[config.mk]
export PLATFORM = sky130hd
export DESIGN_NAME = framed_payload_rx
export DESIGN_NICKNAME = d
export VERILOG_FILES = /design/src/rtl/frx_pkg.sv /design/src/rtl/frx_settle.sv /design/src/rtl/frx_addr_match.sv /design/src/rtl/frx_readout.sv /design/src/rtl/framed_payload_rx.sv
export SDC_FILE = /design/constraint.sdc
export NUM_CORES = 1
export LEC_CHECK = 0
export ABC_AREA = 1
export BUFFER_PORTS_ARGS = -buffer_cell sky130_fd_sc_hd__buf_2
export CORE_MARGIN = 8
export CORE_UTILIZATION = 45
export DETAILED_ROUTE_END_ITERATION = 10
export PLACE_DENSITY = 0.6
export SLEW_MARGIN = 10
export SYNTH_ARGS = -nofsm -noshare
export SYNTH_HDL_FRONTEND = slang
export SYNTH_SLANG_ARGS = --single-unit
[constraint.sdc]
create_clock -name clk -period 9.84 [get_ports clk]
set_input_delay 1.476 -clock clk [delete_from_list [all_inputs] [get_ports clk]]
set_output_delay 1.476 -clock clk [all_outputs]
set_load 0.01 [all_outputs]
[src/rtl/frx_pkg.sv]
package frx_pkg;
  localparam int PRE_W = 8;

  typedef enum logic [2:0] {
    ST_OFF, ST_SETTLE, ST_HUNT, ST_PAY, ST_CRC, ST_HOLD
  } rx_state_e;

  // One serial step of the check register; narrow mode lives in bits 7:0.
  function automatic logic [15:0] crc_step(logic [15:0] c, logic b, logic wide);
    logic fb;
    if (wide) begin
      fb = c[15] ^ b;
      crc_step = {c[14:0], 1'b0} ^ (fb ? 16'h1021 : 16'h0000);
    end else begin
      fb = c[7] ^ b;
      crc_step = {8'h00, c[6:0], 1'b0} ^ (fb ? 16'h0007 : 16'h0000);
    end
  endfunction

  function automatic logic [15:0] crc_seed(logic wide);
    crc_seed = wide ? 16'hFFFF : 16'h00FF;
  endfunction
endpackage

[src/rtl/frx_settle.sv]
module frx_settle #(
  parameter int SETTLE_CYC = 50000,
  localparam int CW = $clog2(SETTLE_CYC + 1)
) (
  input  logic clk,
  input  logic rst_n,
  input  logic run,
  output logic done
);
  logic [CW-1:0] cnt_q, cnt_d;

  assign done = run && (cnt_q == CW'(SETTLE_CYC - 1));

  always_comb begin
    if (!run)      cnt_d = '0;
    else if (done) cnt_d = cnt_q;
    else           cnt_d = cnt_q + 1'b1;
  end

  always_ff @(posedge clk or negedge rst_n) begin
    if (!rst_n) cnt_q <= '0;
    else        cnt_q <= cnt_d;
  end


  settle_restart_chk: assert property (@(posedge clk) disable iff (!rst_n)
    !run |=> !done);
endmodule

[src/rtl/frx_addr_match.sv]
module frx_addr_match
  import frx_pkg::*;
#(
  parameter int MAX_AW = 40,
  localparam int AW_W = $clog2(MAX_AW + 1),
  localparam int WIN = MAX_AW + PRE_W
) (
  input  logic              clk,
  input  logic              rst_n,
  input  logic              clr,
  input  logic              shift,
  input  logic              bit_in,
  input  logic [MAX_AW-1:0] cfg_addr,
  input  logic [AW_W-1:0]   cfg_aw,
  input  logic              wide,
  output logic              hit,
  output logic [15:0]       seed
);
  logic [WIN-1:0]   win_q, win_d, win_nxt, exp_v, mask_v, amask;
  logic [PRE_W-1:0] pre_v;
  logic             amsb;

  always_comb begin
    win_nxt = {win_q[WIN-2:0], bit_in};
    amsb = 1'b0;
    for (int i = 0; i < MAX_AW; i++)
      if (i + 1 == int'(cfg_aw)) amsb = cfg_addr[i];
    for (int i = 0; i < PRE_W; i++)
      pre_v[i] = (i % 2 == 1) ? amsb : ~amsb;
    for (int i = 0; i < WIN; i++) begin
      amask[i]  = (i < int'(cfg_aw));
      mask_v[i] = (i < int'(cfg_aw) + PRE_W);
    end
    exp_v = ({{MAX_AW{1'b0}}, pre_v} << cfg_aw) | ({{PRE_W{1'b0}}, cfg_addr} & amask);
    hit   = (((win_nxt ^ exp_v) & mask_v) == '0);
  end

  // Check register preloaded with the address contribution.
  always_comb begin
    seed = crc_seed(wide);
    for (int i = MAX_AW - 1; i >= 0; i--)
      if (i < int'(cfg_aw)) seed = crc_step(seed, cfg_addr[i], wide);
  end

  always_comb begin
    if (clr)        win_d = '0;
    else if (shift) win_d = win_nxt;
    else            win_d = win_q;
  end

  always_ff @(posedge clk or negedge rst_n) begin
    if (!rst_n) win_q <= '0;
    else        win_q <= win_d;
  end


  win_frozen_chk: assert property (@(posedge clk) disable iff (!rst_n)
    !shift && !clr |=> $stable(win_q));
endmodule

[src/rtl/frx_readout.sv]
module frx_readout #(
  parameter int MAX_PW = 256,
  localparam int PL_W = $clog2(MAX_PW + 1),
  localparam int IDX_W = $clog2(MAX_PW)
) (
  input  logic            clk,
  input  logic            rst_n,
  input  logic            cap,
  input  logic            cap_bit,
  input  logic            load,
  input  logic [PL_W-1:0] cfg_len,
  input  logic            host_clk,
  output logic            host_dat,
  output logic            data_rdy
);
  logic [MAX_PW-1:0] buf_q, buf_d;
  logic [IDX_W-1:0]  idx_q, idx_d;
  logic              rdy_q, rdy_d;
  logic [2:0]        hs_q, hs_d;
  logic              hrise;

  assign hrise    = hs_q[1] & ~hs_q[2];
  assign hs_d     = {hs_q[1:0], host_clk};
  assign data_rdy = rdy_q;
  assign host_dat = rdy_q & buf_q[idx_q];

  always_comb begin
    buf_d = buf_q;
    idx_d = idx_q;
    rdy_d = rdy_q;
    if (cap) buf_d = {buf_q[MAX_PW-2:0], cap_bit};
    if (load) begin
      rdy_d = 1'b1;
      idx_d = IDX_W'(cfg_len - 1'b1);
    end else if (rdy_q && hrise) begin
      if (idx_q == '0) rdy_d = 1'b0;
      else             idx_d = idx_q - 1'b1;
    end
  end

  always_ff @(posedge clk or negedge rst_n) begin
    if (!rst_n) begin
      buf_q <= '0;
      idx_q <= '0;
      rdy_q <= 1'b0;
      hs_q  <= '0;
    end else begin
      buf_q <= buf_d;
      idx_q <= idx_d;
      rdy_q <= rdy_d;
      hs_q  <= hs_d;
    end
  end


  no_overwrite_chk: assert property (@(posedge clk) disable iff (!rst_n)
    rdy_q |-> !cap);

  last_edge_drop_chk: assert property (@(posedge clk) disable iff (!rst_n)
    $fell(rdy_q) |-> $past(hrise) && $past(idx_q) == '0);

  idx_hold_chk: assert property (@(posedge clk) disable iff (!rst_n)
    rdy_q && !hrise |=> $stable(idx_q));
endmodule

[src/rtl/framed_payload_rx.sv]
module framed_payload_rx
  import frx_pkg::*;
#(
  parameter int MAX_AW = 40,
  parameter int MAX_PW = 256,
  parameter int SETTLE_CYC = 50000,
  localparam int AW_W = $clog2(MAX_AW + 1),
  localparam int PL_W = $clog2(MAX_PW + 1)
) (
  input  logic              clk,
  input  logic              rst_n,
  input  logic              rx_en,
  input  logic              rx_bit,
  input  logic              rx_stb,
  input  logic [MAX_AW-1:0] cfg_addr,
  input  logic [AW_W-1:0]   cfg_addr_w,
  input  logic [PL_W-1:0]   cfg_pay_len,
  input  logic              cfg_crc16,
  input  logic              host_clk,
  output logic              host_dat,
  output logic              data_rdy
);
  logic [1:0]      rs_q;
  logic            rst_s;
  rx_state_e       st_q, st_d;
  logic [PL_W-1:0] cnt_q, cnt_d;
  logic [15:0]     crc_q, crc_d, crc_nxt, seed;
  logic            drop_q, drop_d;
  logic            settle_run, settle_done, win_clr, win_shift, hit, cap, accept;
  logic [PL_W-1:0] crc_last;

  // Reset asserted asynchronously, released on the clock.
  always_ff @(posedge clk or negedge rst_n) begin
    if (!rst_n) rs_q <= 2'b00;
    else        rs_q <= {rs_q[0], 1'b1};
  end
  assign rst_s = rs_q[1];

  frx_settle #(.SETTLE_CYC(SETTLE_CYC)) i_settle (
    .clk(clk), .rst_n(rst_s), .run(settle_run), .done(settle_done)
  );

  frx_addr_match #(.MAX_AW(MAX_AW)) i_match (
    .clk(clk), .rst_n(rst_s), .clr(win_clr), .shift(win_shift), .bit_in(rx_bit),
    .cfg_addr(cfg_addr), .cfg_aw(cfg_addr_w), .wide(cfg_crc16), .hit(hit), .seed(seed)
  );

  frx_readout #(.MAX_PW(MAX_PW)) i_read (
    .clk(clk), .rst_n(rst_s), .cap(cap), .cap_bit(rx_bit), .load(accept),
    .cfg_len(cfg_pay_len), .host_clk(host_clk), .host_dat(host_dat), .data_rdy(data_rdy)
  );

  assign crc_last = cfg_crc16 ? PL_W'(15) : PL_W'(7);
  assign crc_nxt  = crc_step(crc_q, rx_bit, cfg_crc16);

  always_comb begin
    st_d       = st_q;
    cnt_d      = cnt_q;
    crc_d      = crc_q;
    drop_d     = drop_q;
    settle_run = (st_q == ST_SETTLE);
    win_clr    = 1'b0;
    win_shift  = 1'b0;
    cap        = 1'b0;
    accept     = 1'b0;
    case (st_q)
      ST_OFF: if (rx_en) st_d = ST_SETTLE;
      ST_SETTLE: begin
        if (!rx_en) st_d = ST_OFF;
        else if (settle_done) begin
          st_d    = ST_HUNT;
          win_clr = 1'b1;
        end
      end
      ST_HUNT: begin
        if (!rx_en) st_d = ST_OFF;
        else if (rx_stb) begin
          win_shift = 1'b1;
          if (hit) begin
            st_d  = ST_PAY;
            cnt_d = '0;
            crc_d = seed;
          end
        end
      end
      ST_PAY: begin
        if (!rx_en) st_d = ST_OFF;
        else if (rx_stb) begin
          cap   = 1'b1;
          crc_d = crc_nxt;
          if (cnt_q == cfg_pay_len - 1'b1) begin
            st_d  = ST_CRC;
            cnt_d = '0;
          end else begin
            cnt_d = cnt_q + 1'b1;
          end
        end
      end
      ST_CRC: begin
        if (!rx_en) st_d = ST_OFF;
        else if (rx_stb) begin
          crc_d = crc_nxt;
          if (cnt_q == crc_last) begin
            if (crc_nxt == 16'h0000) begin
              accept = 1'b1;
              drop_d = 1'b0;
              st_d   = ST_HOLD;
            end else begin
              st_d    = ST_HUNT;
              win_clr = 1'b1;
            end
          end else begin
            cnt_d = cnt_q + 1'b1;
          end
        end
      end
      ST_HOLD: begin
        if (!rx_en) drop_d = 1'b1;
        if (!data_rdy) begin
          drop_d = 1'b0;
          if (rx_en && !drop_q) begin
            st_d    = ST_HUNT;
            win_clr = 1'b1;
          end else begin
            st_d = ST_OFF;
          end
        end
      end
      default: st_d = ST_OFF;
    endcase
  end

  always_ff @(posedge clk or negedge rst_s) begin
    if (!rst_s) begin
      st_q   <= ST_OFF;
      cnt_q  <= '0;
      crc_q  <= '0;
      drop_q <= 1'b0;
    end else begin
      st_q   <= st_d;
      cnt_q  <= cnt_d;
      crc_q  <= crc_d;
      drop_q <= drop_d;
    end
  end


  settle_gate_chk: assert property (@(posedge clk) disable iff (!rst_s)
    st_q == ST_HUNT && $past(st_q) != ST_HUNT |->
      $past(st_q) inside {ST_SETTLE, ST_CRC, ST_HOLD});

  rdy_source_chk: assert property (@(posedge clk) disable iff (!rst_s)
    $rose(data_rdy) |-> $past(st_q) == ST_CRC);

  off_to_settle_chk: assert property (@(posedge clk) disable iff (!rst_s)
    $past(st_q) == ST_OFF |-> st_q inside {ST_OFF, ST_SETTLE});

  idle_low_chk: assert property (@(posedge clk) disable iff (!rst_s)
    !data_rdy |-> !host_dat);
endmodule

# == Word-level counts from Yosys, hierarchy flattened ==
# Index checks and enable logic that the tools add are counted.
# word_totals
register_bits,362
latchBits,0
ram_bits,0
mem_bits_ro,0
input_bits,62
out_inout_bits,2
elab_cells,653
n_memories,0
# op_classes
n_addsub,5
multipliers,0
n_div,0
n_lt_le_gt_ge,97
n_eq_ne,72
shift,1
mux,274
bitwise_logic,172
n_reduce_logical,21
# op_table
op,n
16-bit two-way mux,89
16-bit bitwise XOR,40
8-bit by 16-bit bitwise XOR with 16-bit output,40
13-bit two-way mux,41
6-bit by 32-bit less-than comparator with 1-bit output (first input constant),16
7-bit by 32-bit less-than comparator with 1-bit output (first input constant),16
5-bit by 32-bit less-than comparator with 1-bit output (first input constant),8
3-bit two-way mux,55
6-bit equality test (first input constant),25
4-bit by 32-bit less-than comparator with 1-bit output (first input constant),4
5-bit by 6-bit less-than comparator with 1-bit output (first input constant),16
6-bit less-than comparator (first input constant),16
47-bit two-way mux,2
1-bit bitwise XOR,82
9-bit two-way mux,9
1-bit two-way mux,67
3-bit by 32-bit less-than comparator with 1-bit output (first input constant),2
40-bit by 48-bit bitwise AND with 48-bit output,1
48-bit bitwise AND,1
5-bit by 6-bit equality test with 1-bit output (first input constant),8
48-bit logical NOT,1
4-bit by 6-bit less-than comparator with 1-bit output (first input constant),8
48-bit bitwise OR,1
8-bit by 6-bit << shifter with 48-bit output,1
48 further kinds,93

# == Depth between registers and ports, before layout ==
# Gate-level depths: netlist of the first run.
# logic_depth
depth_word,205
mapped_depth,61

# == By module ==
# A second synthesis of the first run with hierarchy kept.
# hier_totals
hier_cells,3999
area_unflattened_um2,25841.0
# modules_own_cells
mod,n_inst,cells_per_inst,area_per_inst_um2,seq_area_each_um2
frx_readout,1,1647,12889.9,6706.4
frx_addr_match,1,1838,9547.9,1176.1
framed_payload_rx,1,372,2382.3,775.7
frx_settle,1,142,1021.0,400.4

# == Least setup slack after synthesis of the first run ==
# OpenSTA, ideal clock, no wires.
# synth_timing
kind,input -> register
from,input port cfg_addr_w[5]
to,register cnt_q[8]
arrival_time_ns,8.259
t_required_ns,9.717
path_slack_ns,1.458
stages,46
cell_sequence,buf_4 -> buf_2 -> nor2_1 -> clkinv_1 -> clkbuf_1 -> buf_2 -> nor2_1 -> nand3_1 -> o2111ai_1 -> a2111oi_0 -> nand3_1 -> o21ai_0 -> nand4_1 -> nor4_1 -> o211ai_1 -> a31oi_1 -> nand4_1 -> a311oi_1 -> [10 not listed] -> inv_1 -> o22ai_1 -> xor2_1 -> a21oi_1 -> a2111oi_0 -> nand4_1 -> a2111oi_0 -> o221ai_1 -> nand2_1 -> o211ai_1 -> inv_1 -> o21ai_0 -> nor3_1 -> nand2_1 -> nor2_1 -> nand4_1 -> o22ai_1 -> a21oi_1
# synth_between
elab_chain_len,49
elab_cells_between_ends,186
classes_between,1 x add/sub; 96 x order compare; 41 x eq/ne; 1 x shift; 40 x mux; 5 x bitwise; 2 x reduce/logical
# synth_rtl
element,line,source
"start, declared",framed_payload_rx.sv:16,"input logic [AW_W-1:0] cfg_addr_w,"
2-bit by 6-bit equality test with 1-bit output,frx_addr_match.sv:27,if (i + 1 == int'(cfg_aw)) amsb = cfg_addr[i];
1-bit two-way mux (40 in series),frx_addr_match.sv:27,
1-bit inverter,frx_addr_match.sv:29,pre_v[i] = (i % 2 == 1) ? amsb : ~amsb;
8-bit by 6-bit << shifter with 48-bit output,frx_addr_match.sv:34,"exp_v = ({{MAX_AW{1'b0}}, pre_v} << cfg_aw) | ({{PRE_W{1'b0}}, cfg_addr} & amask);"
48-bit bitwise OR,frx_addr_match.sv:34,
48-bit bitwise XOR,frx_addr_match.sv:35,hit = (((win_nxt ^ exp_v) & mask_v) == '0);
48-bit bitwise AND (*),frx_addr_match.sv:35,
48-bit logical NOT (*),frx_addr_match.sv:35,
2-bit != test (no source line) (*),-,
9-bit AND reduction (no source line) (*),-,
"end signal, assigned",framed_payload_rx.sv:141,cnt_q <= cnt_d;
"end, declared",framed_payload_rx.sv:26,"logic [PL_W-1:0] cnt_q, cnt_d;"
# Every way passes the cells marked *; elsewhere a longest branch is shown, timed or not.
# A chain may end at the register's enable or synchronous reset.

# == Final worst setup path of the first run ==
# layout_timing
from,input port cfg_addr_w[0]
to,register cnt_q[8]
# The elaborated chain is that of the path after synthesis.

==> metrics.md, run 1 <==
| Metric | Value |
|---|---|
| Status | `complete, no violations` |
| Fillers | `5661` |
| Global-route wire length before repair | `130000 microns` |
| Pre-CTS WS | `0.534 ns` |
| CP Data Arrival Time | `9.36 ns` |
| Sequential share of the synthesized area | `0.366` |
| DRT iter0 DRCs | `1815` |
| Clock Sinks | `362` |
| Vias | `24127` |
| Power Total | `0.00682 W` |
| EDFF count, synth | `0` |
| Max-cap viol count | `0` |
| Async SR Flop Fraction | `1.00` |
| GRT Util Overall | `0.253` |
| Core area | `54800 sq um` |
| Top-Level Pins | `64` |
| Worst Hold Class | `reg -> reg` |
| Clock-pin slew on the worst setup and hold paths | `0.06 ns` |
| Worst path slowest cell | `a2111oi_0` |
| Synthesis-to-layout area growth | `9.44%` |
| CTS H-tree depth | `2` |
| Worst setup path class | `in -> reg` |
| Main synth FF type | `dfrtp_1` |
| Root Buffer | `clkbuf_16` |
| Top cells by count, synth | `nand2_1 (872), inv_1 (464), dfrtp_1 (362), nand3_1 (318), o21ai_0 (312)` |
| Initial Utilization | `0.452` |
| Synth Register Bits | `362` |
| Detailed Place HPWL | `58400 microns` |
| RSZ-0062 raised after global routing | `false` |
| Crit path capture type | `flip-flop` |
| Die Wd | `251 microns` |
| Power per cell area | `252 nW/um^2` |
| Slew Limit Fails | `0` |
| Final Critical Period | `8.91 ns` |
| Routed WL | `80700 microns` |
| Final WS setup | `0.933 ns` |
| P_leak | `14.1 nW` |
| Worst-margin pin slew | `1.08 ns` |
| Synthesized area per cell | `6.87 sq um` |
| Cts bufs inserted | `41` |
| Crit path max fanout | `8` |
| Grt ovf | `0` |
| DRC | `0` |
| Buffer depth of the longest clock path | `3` |
| Routed Antenna Nets | `0` |
| Post-synthesis cell area | `24800 sq um` |
| Ys Warns | `0` |
| Crit path max-delay family | `compound AO/OA/AOI/OAI gates` |
| CP dominant cell by count | `inv_1` |
| Final net count | `3670` |
| Largest vdd supply drop | `0.149 mV` |
| CTS tree | `done` |
| Yosys top cell by area | `dfrtp_1` |
| # port buffers | `63` |
| TNS Setup | `0 ns` |
| Vias in the first global route | `22820` |
| Die Y | `251 microns` |
| FMAX | `112 MHz` |
| Die area | `62800 sq um` |
| Average via count per standard cell | `5.57` |
| Critical path buffer and inverter count | `8` |
| Post-CTS sizing | `0` |
| Layout cells sized above 1 | `0.0987` |
| Num rows | `86` |
| Yosys top cell area share | `0.366` |
| Slew margin rel. | `0.279` |
| Setup violators final | `0` |
| Clk_lat worst skew | `0.58 ns` |
| Post-CTS Setup Bufs | `0` |
| Synth top area cells | `dfrtp_1 (37%), nand2_1 (13%), inv_1 (7.0%), nand3_1 (6.4%), o21ai_0 (6.3%)` |
| Post-CTS Hold Fix Bufs | `0` |
| Worst EP required | `10.29 ns` |
| Most frequent cell after synthesis | `nand2_1` |
| Tcrit/Tclk final | `0.905` |
| First drt pass iteration count | `8` |
| Largest net degree at the start of global routing | `180` |
| Crit-path max cell delay | `0.35 ns` |
| Gate Count Post-Synth | `3602` |
| Fin. Hold Viols | `0` |
| Clock skew | `0.0210 ns` |
| Post-synthesis net count | `3676` |
| Netlist cell types | `56` |
| GP Congestion | `0.984` |
| Initial antenna violation count | `3` |
| CP Launch Type | `input pin` |
| WL/cell | `18.6 microns` |
[final cells by class]
class	instances	area [sq um]	share of cell area
multi-input combinational	2598	13300	0.489
sequential	362	9070	0.335
inverter	486	1830	0.0674
clock buffer	62	1230	0.0456
tap	704	881	0.0325
timing repair buffer	107	661	0.0244
clock inverter	11	168	0.00619
antenna	1	2.50	0.0000924
[final timing paths]
check,endpoint,slack (ns),start,cells past startpoint
worst max-delay path,cnt_q[8],0.93,cfg_addr_w[0],46
worst min-delay path,i_read.hs_q[1],0.35,i_read.hs_q[0],0
worst max register to register,cnt_q[8],6.14,i_match.win_q[30],17
worst min register to register,i_read.hs_q[1],0.35,i_read.hs_q[0],0
max in group asynchronous,i_read.buf_q[41],8.04,rs_q[1],1
min in group asynchronous,cnt_q[1],0.36,rs_q[1],0
[kinds of logic (layout without fill, tap and decap cells)]
logic type / Yosys count / count (layout) / synth area share
simple gates: 1658 / 1658 / 0.291
compound gates: 783 / 783 / 0.178
buf+inv: 642 / 666 / 0.0999
flops: 362 / 362 / 0.366
mux: 81 / 81 / 0.0368
xor+xnor: 63 / 63 / 0.0223
fa+ha+maj: 12 / 12 / 0.00607
other cells: 1 / 2 / 0.000151
[state kept, by name (all words and copies together), names as in the netlist]
register         cells
rs_q                 2
i_read.hs_q          3
i_read.idx_q         8
i_read.buf_q       256
i_read.data_rdy      1
st_q                 3
i_settle.cnt_q      16
cnt_q                9
crc_q               16
i_match.win_q       47
drop_q               1
[placed cells by master (no fill, tap or decap), drive strengths merged, types with 2 or more instances in the layout]
cell / n
nor2: 272
a22oi: 7
buf: 107
ha: 12
o22ai: 103
inv: 481
clkinv: 12
a221oi: 4
nor3: 33
bufinv: 2
o21ai: 322
xnor2: 10
nor4: 10
nor3b: 4
or2: 7
o311ai: 6
nand4: 83
nand3: 335
nand3b: 6
nand2: 905
a32o: 6
clkbuf: 62
o2111ai: 3
o211ai: 21
a21oi: 254
a211oi: 4
a2111oi: 4
a31oi: 29
mux2: 81
xor2: 53
clkinvlp: 2
o221ai: 12
a311oi: 3
dfrtp: 362
[stage by stage]
stage | area [sq um] | cells | hold WS [ns] | utilization
floorplan | 24800 | 3602 | 0.331 | -
global placement | 25700 | 4257 | 0.336 | 0.469
detailed placement | 25700 | 4257 | 0.335 | 0.469
CTS | 27100 | 4330 | 0.348 | 0.495
global route | 27100 | 4331 | 0.355 | 0.495
finish | 27100 | 4331 | 0.347 | 0.495
[routing by layer]
layer	wire length, microns	up-vias	GRT usage	share of wire
li1	-	11970	-	-
met1	36500	11294	0.343	0.45
met2	37000	704	0.412	0.46
met3	4570	157	0.0369	0.057
met4	2680	2	0.0853	0.033
met5	10	-	0	0.00012
[power by group]
part	leakage [nW]	switching [W]	total [W]	internal, W
Clock	0.683	0.000638	0.00157	0.000928
Combinational	8.84	0.00180	0.00276	0.000961
Sequential	4.53	0.000409	0.00250	0.00209
Total	14.1	0.00284	0.00682	0.00398
No activity file was read; power rests on OpenSTA's default activity.
==> inputs of run 2 (changes only) <==
--- a/config.mk
+++ b/config.mk
@@ -6,11 +6,11 @@
 export NUM_CORES = 1
 export LEC_CHECK = 0
 export ABC_AREA = 1
-export BUFFER_PORTS_ARGS = -buffer_cell sky130_fd_sc_hd__buf_2
 export CORE_MARGIN = 8
 export CORE_UTILIZATION = 45
 export DETAILED_ROUTE_END_ITERATION = 10
-export PLACE_DENSITY = 0.6
+export DONT_BUFFER_PORTS = 1
+export PLACE_DENSITY = 0.59
 export SLEW_MARGIN = 10
 export SYNTH_ARGS = -nofsm -noshare
 export SYNTH_HDL_FRONTEND = slang
==> metrics.md, run 2 (synthesis results as in run 1) <==
| Metric | Value |
|---|---|
| Largest Register | `i_read.buf_q` |
| Top-Level Pins | `64 (unchanged)` |
| CP Launch Type | `input pin` |
| Vias | `24493 (+1.5%)` |
| Initial Utilization | `0.452 (unchanged)` |
| R2R Path Start | `i_match.win_q[30]` |
| Antenna diode count | `0 (-1)` |
| Worst-case reg-to-reg path depth | `17 (unchanged)` |
| HP Start | `rs_q[0]` |
| Num rows | `86 (unchanged)` |
| Clock Sinks | `362 (unchanged)` |
| Non-filler cells in the finished layout | `4257 (-1.7%)` |
| # port buffers | `0 (-100%)` |
| Worst setup path class | `in -> reg` |
| Fin. Hold Viols | `0 (unchanged)` |
| Global-route wire length before repair | `135000 microns (+3.8%)` |
| Crit-path max cell delay | `0.45 ns (+0.10 ns)` |
| Buffer depth of the longest clock path | `3 (unchanged)` |
| Worst-margin pin slew | `1.07 ns (-0.0156 ns)` |
| TNS Setup | `0 ns (unchanged)` |
| RR Endpoint | `cnt_q[8]` |
| Layout cells sized above 1 | `0.0805 (-0.0182)` |
| DRT iter0 DRCs | `2127 (+17%)` |
| CTS H-tree depth | `2 (unchanged)` |
| Placed insts | `4186 (-1.7%)` |
| GP Congestion | `0.987 (+0.25%)` |
| Average via count per standard cell | `5.75 (+3.3%)` |
| Largest vdd supply drop | `0.155 mV (+4.2%)` |
| Initial antenna violation count | `0 (-3)` |
| Synthesis-to-layout area growth | `7.72%` |
| Crit path max fanout | `14 (+6)` |
| Hold endpoint | `rs_q[1]` |
| Worst EP required | `10.27 ns (-0.02 ns)` |
| Crit path max-delay family | `compound AO/OA/AOI/OAI gates` |
| Max reg flops | `256 (unchanged)` |
| Worst Hold Class | `reg -> reg` |
| Clock-pin slew on the worst setup and hold paths | `0.06 ns (about the same)` |
| WL/cell | `20.4 microns (+9.7%)` |
| Clk_lat worst skew | `0.56 ns (-0.02 ns)` |
| P_leak | `13.7 nW (-2.2%)` |
| R2r setup slk | `6.03 ns (-0.11 ns)` |
| DRC | `0 (unchanged)` |
| Vias in the first global route | `23020 (+0.88%)` |
| Core area | `54800 sq um (unchanged)` |
| Post-CTS Hold Fix Bufs | `0 (unchanged)` |
| Crit path capture type | `flip-flop` |
| Die area | `62800 sq um (unchanged)` |
| Worst path slowest cell | `a2111oi_0` |
| Grt ovf | `0 (unchanged)` |
| Slew margin rel. | `0.289 (+0.0104)` |
| Die Wd | `251 microns (unchanged)` |
| Final net count | `3599 (-1.9%)` |
| Routed Antenna Nets | `0 (unchanged)` |
| FMAX | `111 MHz (-1.0%)` |
| RSZ-0062 raised after global routing | `false` |
| Tcrit/Tclk final | `0.915 (+0.00948)` |
| Routed WL | `87000 microns (+7.8%)` |
| Cts bufs inserted | `40 (-2.4%)` |
| Status | `complete, no violations` |
| Detailed Place HPWL | `63800 microns (+9.3%)` |
| Commonest non-fill, non-tap cell in the layout | `nand2_1` |
| CP Data Arrival Time | `9.43 ns (+0.07 ns)` |
| Slew Limit Fails | `0 (unchanged)` |
| Setup violators final | `0 (unchanged)` |
| Die Y | `251 microns (unchanged)` |
| First drt pass iteration count | `6 (-2)` |
| Biggest regs | `i_read.buf_q x256, i_match.win_q x47` |
| Largest net degree at the start of global routing | `171 (-5.0%)` |
| Hold Crit Depth | `0 (unchanged)` |
| Critical path buffer and inverter count | `4 (-4)` |
| CTS tree | `done` |
| Root Buffer | `clkbuf_16` |
| Clock skew | `0.0276 ns (+0.00663 ns)` |
| Max-cap viol count | `0 (unchanged)` |
| Most frequent cells in the layout | `nand2_1 (871), inv_1 (462), dfrtp_1 (359), nand3_1 (318), o21ai_0 (312)` |
| Final Critical Period | `9.00 ns (+0.0933 ns)` |
| GRT Util Overall | `0.269 (+0.0162)` |
| Power per cell area | `254 nW/um^2 (+0.95%)` |
## run 2: changes by cell type in the layout (fill, tap and decap cells not counted), sizes merged
cell      previous run  this run
buf                107        37
bufinv               2         4
diode                1         0
clkbuf              62        59
inv                481       480
clkinvlp             2         1
## run 2: metal layers
layer | up-vias | wire (microns) | GRT usage
met2 | 737 | 41100 | 0.450
met4 | 0 | 2320 | 0.0758
met3 | 129 | 5430 | 0.0451
met1 | 11804 | 38200 | 0.357
met5 | - | 0 | 0
li1 | 11823 | - | -
## run 2: cell type report
type / instances / area (sq um)
Fill cell: 5493 / 28100
Tap cell: 704 / 881
Clock inverter: 11 / 176
Clock buffer: 59 / 1160
Sequential cell: 362 / 9070
Multi-Input combinational cell: 2598 / 13300
Timing Repair Buffer: 37 / 290
Inverter: 486 / 1830
## run 2: what timing repair did
item | 4_1_cts | 5_1_grt
gates resized for setup | 0 | 3
setup endpoints to repair | 0 | 2
buffers inserted | 0 | 1
## run 2: per-stage QoR
stage / area [sq um] / total power (W) / hold WS, ns / setup slack (ns) / util
after floorplan: 24800 / 0.00443 / 0.331 / 1.46 / -
after global placement: 25300 / 0.00521 / 0.335 / 0.650 / 0.462
after detailed placement: 25300 / 0.00527 / 0.343 / 0.273 / 0.462
after CTS: 26700 / 0.00683 / 0.339 / 0.860 / 0.487
after global routing: 26700 / 0.00732 / 0.356 / 0.0444 / 0.487
final: 26700 / 0.00678 / 0.349 / 0.840 / 0.487
## run 2: report_power, final
part	internal [W]	total [W]	switching, W
sequential	0.00209	0.00253	0.000437
clock	0.000924	0.00153	0.000607
combinational	0.000940	0.00272	0.00178
total	0.00395	0.00678	0.00283
## run 2: worst max path at each step
stage / start / endpoint / slack (ns) / cells past startpoint
floorplan: cfg_addr_w[5] / cnt_q[8] / 1.46 / 46
global placement: cfg_addr_w[0] / cnt_q[8] / 0.65 / 44
detailed placement: cfg_addr_w[0] / cnt_q[8] / 0.27 / 44
CTS: cfg_addr_w[0] / cnt_q[8] / 0.86 / 44
global route: cfg_addr_w[3] / cnt_q[8] / 0.04 / 43
finish: cfg_addr_w[3] / cnt_q[8] / 0.84 / 43
